**src/rtl/resv_pkg.sv**
```systemverilog
package resv_pkg;
  // Strobes from control to datapath
  typedef struct packed {
    logic arm;   // capture a new granule, restart the deferral window
    logic drop;  // forget the reservation, close the window
  } resvCmd_t;
endpackage

```
**src/rtl/resv_dp.sv**
```systemverilog
module resv_dp
  import resv_pkg::*;
#(
  parameter int ADDR_W       = 32,
  parameter int GRAN_LG      = 6,
  parameter int LINE_LG      = 6,
  parameter int DEFER_CYCLES = 16
) (
  input  logic              clk,
  input  logic              rstN,
  input  resvCmd_t          cmd,
  input  logic [ADDR_W-1:0] lrAddr,
  input  logic [ADDR_W-1:0] scAddr,
  input  logic [ADDR_W-1:0] stAddr,
  input  logic [ADDR_W-1:0] snpAddr,
  input  logic [ADDR_W-1:0] evictAddr,
  output logic              scGran,
  output logic              stGran,
  output logic              snpLine,
  output logic              evictLine,
  output logic              windowOpen
);
  localparam int TAG_W = ADDR_W - GRAN_LG;
  localparam int SHIFT = LINE_LG - GRAN_LG;
  localparam int CNT_W = $clog2(DEFER_CYCLES + 1);
  localparam logic [CNT_W-1:0] CNT_LOAD = CNT_W'(DEFER_CYCLES);

  logic [TAG_W-1:0] resvTag;
  logic [TAG_W-1:0] lineTag;
  logic [CNT_W-1:0] deferCnt;

  always_ff @(posedge clk or negedge rstN) begin
    if (!rstN) resvTag <= '0;
    else if (cmd.arm) resvTag <= TAG_W'(lrAddr >> GRAN_LG);
  end

  always_ff @(posedge clk or negedge rstN) begin
    if (!rstN) deferCnt <= '0;
    else if (cmd.arm) deferCnt <= CNT_LOAD;
    else if (cmd.drop) deferCnt <= '0;
    else if (deferCnt != '0) deferCnt <= deferCnt - CNT_W'(1);
  end

  assign lineTag    = resvTag >> SHIFT;
  assign scGran     = (TAG_W'(scAddr >> GRAN_LG) == resvTag);
  assign stGran     = (TAG_W'(stAddr >> GRAN_LG) == resvTag);
  assign snpLine    = (TAG_W'(snpAddr >> LINE_LG) == lineTag);
  assign evictLine  = (TAG_W'(evictAddr >> LINE_LG) == lineTag);
  assign windowOpen = (deferCnt != '0);

  AST_ARM_OPENS_WINDOW: assert property (@(posedge clk) disable iff (!rstN)
    cmd.arm |=> windowOpen);
  AST_DROP_CLOSES_WINDOW: assert property (@(posedge clk) disable iff (!rstN)
    (cmd.drop && !cmd.arm) |=> !windowOpen);
endmodule

```
**src/rtl/resv_ctl.sv**
```systemverilog
module resv_ctl
  import resv_pkg::*;
#(
  parameter bit LOCAL_ST_CLR = 1'b1
) (
  input  logic     clk,
  input  logic     rstN,
  input  logic     lrValid,
  input  logic     scValid,
  input  logic     stValid,
  input  logic     snpValid,
  input  logic     snpInv,
  input  logic     trapValid,
  input  logic     evictValid,
  input  logic     scGran,
  input  logic     stGran,
  input  logic     snpLine,
  input  logic     evictLine,
  input  logic     windowOpen,
  output resvCmd_t cmd,
  output logic     scPass,
  output logic     snpStall
);
  logic resvValid;
  logic pendQ;
  logic remoteHit;
  logic stKill;
  logic killNow;

  generate
    if (LOCAL_ST_CLR) begin : g_stClear
      assign stKill = stValid & stGran;
    end else begin : g_stKeep
      assign stKill = stValid & stGran & 1'b0;
    end
  endgenerate

  assign remoteHit = resvValid & snpValid & snpInv & snpLine;
  assign killNow   = resvValid & (trapValid | (evictValid & evictLine) | stKill
                     | (remoteHit & ~windowOpen) | (pendQ & ~windowOpen));
  assign scPass    = scValid & resvValid & scGran & ~killNow;
  assign cmd.arm   = lrValid & ~trapValid;
  assign cmd.drop  = ~cmd.arm & (scValid | killNow | lrValid);
  assign snpStall  = pendQ;

  always_ff @(posedge clk or negedge rstN) begin
    if (!rstN) begin
      resvValid <= 1'b0;
      pendQ     <= 1'b0;
    end else if (cmd.arm) begin
      resvValid <= 1'b1;
      pendQ     <= 1'b0;
    end else if (cmd.drop) begin
      resvValid <= 1'b0;
      pendQ     <= 1'b0;
    end else if (remoteHit && windowOpen) begin
      pendQ     <= 1'b1;
    end
  end

  AST_SC_ENDS_RESV: assert property (@(posedge clk) disable iff (!rstN)
    (scValid && !lrValid) |=> !resvValid);
  AST_TRAP_ENDS_RESV: assert property (@(posedge clk) disable iff (!rstN)
    trapValid |=> !resvValid);
  AST_REMOTE_ENDS_RESV: assert property (@(posedge clk) disable iff (!rstN)
    (remoteHit && !windowOpen && !lrValid) |=> !resvValid);
  AST_DEFER_HOLDS_RESV: assert property (@(posedge clk) disable iff (!rstN)
    (remoteHit && windowOpen && !lrValid && !scValid && !trapValid
     && !(evictValid && evictLine) && !stKill) |=> (resvValid && pendQ));
  AST_STALL_RELEASES: assert property (@(posedge clk) disable iff (!rstN)
    (pendQ && !windowOpen) |=> !pendQ);
  AST_REMOTE_LR_HARMLESS: assert property (@(posedge clk) disable iff (!rstN)
    (resvValid && snpValid && !snpInv && !lrValid && !scValid && !stValid
     && !trapValid && !evictValid && !(pendQ && !windowOpen)) |=> resvValid);
endmodule

```
**src/rtl/resv_monitor.sv**
```systemverilog
module resv_monitor
  import resv_pkg::*;
#(
  parameter int ADDR_W       = 32,
  parameter int GRAN_LG      = 6,
  parameter int LINE_LG      = 6,
  parameter int DEFER_CYCLES = 16,
  parameter bit LOCAL_ST_CLR = 1'b1
) (
  input  logic              clk,
  input  logic              rstN,
  input  logic              lrValid,
  input  logic [ADDR_W-1:0] lrAddr,
  input  logic              scValid,
  input  logic [ADDR_W-1:0] scAddr,
  output logic              scPass,
  input  logic              stValid,
  input  logic [ADDR_W-1:0] stAddr,
  input  logic              snpValid,
  input  logic              snpInv,
  input  logic [ADDR_W-1:0] snpAddr,
  output logic              snpStall,
  input  logic              trapValid,
  input  logic              evictValid,
  input  logic [ADDR_W-1:0] evictAddr
);
  resvCmd_t cmd;
  logic scGran, stGran, snpLine, evictLine, windowOpen;

  resv_ctl #(.LOCAL_ST_CLR(LOCAL_ST_CLR)) u_ctl (
    .clk(clk), .rstN(rstN), .lrValid(lrValid), .scValid(scValid),
    .stValid(stValid), .snpValid(snpValid), .snpInv(snpInv),
    .trapValid(trapValid), .evictValid(evictValid), .scGran(scGran),
    .stGran(stGran), .snpLine(snpLine), .evictLine(evictLine),
    .windowOpen(windowOpen), .cmd(cmd), .scPass(scPass), .snpStall(snpStall)
  );

  resv_dp #(.ADDR_W(ADDR_W), .GRAN_LG(GRAN_LG), .LINE_LG(LINE_LG),
            .DEFER_CYCLES(DEFER_CYCLES)) u_dp (
    .clk(clk), .rstN(rstN), .cmd(cmd), .lrAddr(lrAddr), .scAddr(scAddr),
    .stAddr(stAddr), .snpAddr(snpAddr), .evictAddr(evictAddr),
    .scGran(scGran), .stGran(stGran), .snpLine(snpLine),
    .evictLine(evictLine), .windowOpen(windowOpen)
  );
endmodule

```
**config.mk**
```make
export PLATFORM = sky130hd
export DESIGN_NAME = resv_monitor
export DESIGN_NICKNAME = d
export VERILOG_FILES = /design/src/rtl/resv_pkg.sv /design/src/rtl/resv_dp.sv /design/src/rtl/resv_ctl.sv /design/src/rtl/resv_monitor.sv
export SDC_FILE = /design/constraint.sdc
export NUM_CORES = 1
export LEC_CHECK = 0
export CAP_MARGIN = 20
export CORE_MARGIN = 3
export CORE_UTILIZATION = 64
export DETAILED_ROUTE_END_ITERATION = 6
export DONT_BUFFER_PORTS = 1
export PLACE_DENSITY = 0.84
export REMOVE_ABC_BUFFERS = 1
export SETUP_SLACK_MARGIN = 0.15
export SLEW_MARGIN = 10
export SYNTH_ARGS = -nofsm -noshare
export SYNTH_HDL_FRONTEND = slang
export SYNTH_SLANG_ARGS = --single-unit
```
**constraint.sdc**
```tcl
create_clock -name clk -period 2.2 [get_ports clk]
set_input_delay 0.22 -clock clk [delete_from_list [all_inputs] [get_ports clk]]
set_output_delay 0.22 -clock clk [all_outputs]
set_load 0.01 [all_outputs]
```
Yosys cells after proc, flatten, opt, wreduce, memory -nomap -nowiden
Cells that the tools add are included.

Flip-flop bits (word level): 33. Output and inout bits: 2.

Add/sub/neg operators: 1. Equality and inequality tests: 4. Mux-type cells: 8. Bitwise operators: 23. Reductions and logical operators: 5.

Operator list (number): 26-bit equality test (4); 5-bit 2-to-1 mux (3); 1-bit bitwise AND (13); 1-bit OR (6); 3-bit nonzero test (2); 1-bit 2-to-1 mux (5); 5-bit nonzero test (1); 5-bit by 1-bit subtractor with 5-bit output (second input constant) (1); 1-bit NOT (4); 2-bit nonzero test (1); 1-bit logical AND (1).

Depth between registers and ports, before layout
Depth in word-level cells: 12. Mapped depth: 9. Gate-level depth less buffers: 8.

Cells and area by module
A second synthesis with hierarchy kept.

Cell total of the unflattened synthesis: 268. Area, all modules: 2610.0 um^2.

Modules (own cells, without submodules): resv_dp (times used 1, cells an instance 246, area each 2436.1 um^2); resv_ctl (times used 1, cells an instance 22, area each 173.9 um^2).

Worst setup path before layout
Ideal clock, no wire load.

Kind: register to output. Start point: reg u_dp.resvTag[20], in the netlist u_dp.lineTag[20]. End point: out scPass. Data arrival time: 1641 ps. Data required time: 1980 ps. Setup slack: 339 ps. Cell stages (with the launch flop): 6. Path through: dfrtp_1 buf_2 xnor2_1 nand4_1 or4_1 nor4_1.

Longest elaborated chain between the ends: 9.

Ends and longest elaborated chain: from (decl) (line resv_dp.sv:28) `logic [TAG_W-1:0] resvTag;`; from (signal assigned) (line resv_dp.sv:34) `else if (cmd.arm) resvTag <= TAG_W'(lrAddr >> GRAN_LG);`; 26-bit equality test (line resv_dp.sv:48) `assign evictLine = (TAG_W'(evictAddr >> LINE_LG) == lineTag);`; 1-bit bitwise AND (line resv_ctl.sv:39) `assign killNow = resvValid & (trapValid | (evictValid & evictLine) | stKill`; 1-bit OR (2 in a row) (line resv_ctl.sv:39); 1-bit OR (2 in a row) (line resv_ctl.sv:40) `| (remoteHit & ~windowOpen) | (pendQ & ~windowOpen));`; 1-bit bitwise AND (line resv_ctl.sv:39); 1-bit NOT (line resv_ctl.sv:41) `assign scPass = scValid & resvValid & scGran & ~killNow;`; 1-bit bitwise AND * (line resv_ctl.sv:41); to (decl) (line resv_monitor.sv:16) `output logic scPass,`.

Mark *: on every way between the ends. The rest lies on a longest branch, timed or not.

Worst setup path after layout
Start point: reg u_dp.resvTag[12], in the netlist u_dp.lineTag[12]. End point: out scPass.

Same word-level chain as after synthesis.

==> impl_metrics.toml <==
[place]
placed_cell_area_um2 = 2630
hpwl_um = 5860
dp.cells = 294
place.port_buffers = 0
dp_worst_setup_slack_ns = 0.0747
routabilityCongestion = 0.872

[setup_path]
worstSetupStartpointType = "flop"
cp_slowest_cell = "dfrtp_1"
cp_top_family = "simple AND/OR/NAND/NOR gates"
cpPeakStageDelay_ns = 0.49
required_ns = 1.98
crit_arrival_ns = 2.20
crit_fanout = 5
path_cells = "xor2_1, nor4_1, nand2_1, o31ai_4, and2_4, nor4_4, buf_4"
end_kind = "output pin"
critPathBufInv = 1
criticalPathCategory = "reg -> out"

[power]
seqPwrFrac_pct = 41.8
clock_power_share_pct = 22.1
comb_power_share_pct = 36.1
p_switching_uw = 693
ir_drop_mv = 0.391
power_leakage_uw = 0.00110
intPower_uw = 1370
power_density_nw_per_um2 = 674
switching_share_pct = 33.6

[cells_and_area]
syn_to_final_growth_pct = 13.6
layout_commonest_cell = "xnor2_1"
layout_common_cells = "xnor2_1, xor2_1, buf_4"
fin_util_pct = 79.4
nNetsFinal = 447
final_layout_size_suffix_gt1_share_pct = 36.5
diodes = 0
final_cell_area_um2 = 3060
layoutNonFillerInstCount = 325

[clock_tree]
cts_max_level = 2
cts-root-buf = "clkbuf_8"
clock_sinks = 33
cts_buffers = 5
clk_latency_ns = 0.28
cts.reportedPaths.clkPinSlew_ns = 0.06
cts_max_path_buffers = 2
cts_tree = "done"

[global_routing]
grt_max_degree = 34
grt_usage_pct = 29.6
antenna_found_initial = 0
overflow = 0
grt_pass1_vias = 2240
grt_pass1_wl_um = 11200

[routing]
postRouteAntennaNets = 0
drc = 0
dr_total_vias = 2067
first_iter_violations = 172
drt_first_pass_iters = 4
drt_wl_total_um = 7910
drt-vias-per-instance = 6.36
wl_per_cell_um = 24.3

[timing]
slew_violations = 0
period_needed_ns = 2.42
timing.final.crit_share_pct = 110
final-setup-viol-count = 2
setup_slack_ns = -0.221
holdWs_ns = 0.0849
rsz0062_at_grt = "yes"
hold_viol = 0
clock_skew_ns = 0.00221
tightest_slew_ns = 0.375
fmax_ghz = 0.413
maxSlewHeadroom_pct = 74.7

[run_status]
violations = "setup timing"
status = "finished with violations"

[synth]
ys_ff_latch = 33
synthAdderAreaFrac_pct = 0.464
synth_xor_xnor_area_share_pct = 35.0
synth_edf_count = 0
ys_seq_area_share_pct = 30.6
muxShareOfSynthArea_pct = 10.9
synth_top_family_by_area = "XOR/XNOR gates"
ys.flop_type = "dfrtp_1"
synth_compound_area_share_pct = 2.37
yosysWarnings = 0
async_flop_share_pct = 100
netlist_area_um2 = 2700
synth_cell_types = 31
synthSimpleGateAreaFrac_pct = 12.9
syn_avg_cell_area_um2 = 10.1
netlist_instances = 268

[die]
initial_core_util_pct = 70.0
ioPinCount = 171
die_w_um = 70.9
die_h_um = 70.9
row_count = 22
dieArea_um2 = 5030
core-area_um2 = 3850

[job]
drv_cap = 0

[min_path]
hold_class = "in -> reg"
sequential cells by signal, summed over array words and instances, names as in the netlist:
| register | cells |
|---|---|
| u_ctl.snpStall | 1 |
| u_ctl.resvValid | 1 |
| u_dp.lineTag | 26 |
| u_dp.deferCnt | 5 |
Yosys cell counts (2+ instances only):
| cell | n | area (um2) |
|---|---|---|
| nor4_1 | 15 | 93.8 |
| xor2_1 | 33 | 289 |
| nand3_1 | 4 | 20.0 |
| buf_2 | 22 | 110 |
| o31ai_1 | 2 | 15.0 |
| buf_6 | 7 | 78.8 |
| nor2b_1 | 2 | 12.5 |
| nor3_1 | 6 | 30.0 |
| xnor2_1 | 73 | 639 |
| mux2_2 | 26 | 293 |
| nand4_1 | 18 | 113 |
| dfrtp_1 | 33 | 826 |
| nand2_1 | 6 | 22.5 |
| inv_1 | 4 | 15.0 |
through the flow:
stage                     setup TNS (ns)  power [uW]
after detailed placement               0        1470
after global routing              -0.693        2170
after CTS                         -0.136        1990
after floorplan                        0        1300
after global placement                 0        1440
final                             -0.387        2060
layout make-up:
class                      count  area [um2]
inverter                       4        15.0
timing repair buffer          32         263
tap                           48        60.1
sequential                    33         843
multi-input combinational    201        1790
fill                         242         792
clock buffer                   7        86.3
layer usage:
metal  vias up  part of all wire (%)  global-route usage, %
met5         -                     0                      0
met4         0                   3.6                   14.6
met3        23                    11                   8.52
met2       136                    52                   49.0
met1       992                    34                   35.1
li1        916                     -                      -
power groups by stage:
| stage | Combinational, uW | Clock (uW) | Sequential (uW) |
|---|---|---|---|
| detailed placement | 596 | 0 | 871 |
| floorplan | 477 | 0 | 826 |
| CTS | 670 | 461 | 861 |
| global route | 810 | 486 | 876 |
| finish | 745 | 456 | 864 |
| global placement | 572 | 0 | 867 |
cell families (layout without fill, tap and decap cells):
kind of cell	Yosys count	in the layout
and+or+nand+nor	59	59
muxes	26	26
adders and majority gates	1	1
xor gates and xnor gates	107	107
AOI/OAI and AO/OA	8	8
DFF	33	33
buffers and inverters	34	43
worst paths after layout:
kind | from | endpoint | slack, ns | cells after the start
setup / recovery | u_dp.lineTag[12]$_DFFE_PN0P_ | scPass | -0.22 | 7
hold / removal | lrAddr[30] | u_dp.lineTag[24]$_DFFE_PN0P_ | 0.08 | 1
setup reg to reg | u_dp.lineTag[0]$_DFFE_PN0P_ | u_ctl.snpStall$_DFFE_PN0P_ | -0.17 | 11
hold reg to reg | u_dp.deferCnt[4]$_DFFE_PN0P_ | u_dp.deferCnt[4]$_DFFE_PN0P_ | 0.54 | 2
max in group asynchronous | rstN | u_dp.lineTag[16]$_DFFE_PN0P_ | 1.62 | 2
min in group asynchronous | rstN | u_dp.lineTag[2]$_DFFE_PN0P_ | 0.39 | 2
timing repair:
action | 4_1_cts | 5_1_grt
pin swaps | 12 | 15
hold buffers | 2 | 0
setup endpoints to repair | 1 | 7
endpoints found under the hold margin | 33 | 0
setup buffers | 13 | 9
resized for setup | 22 | 14
Power figures use the tool's default switching activity.
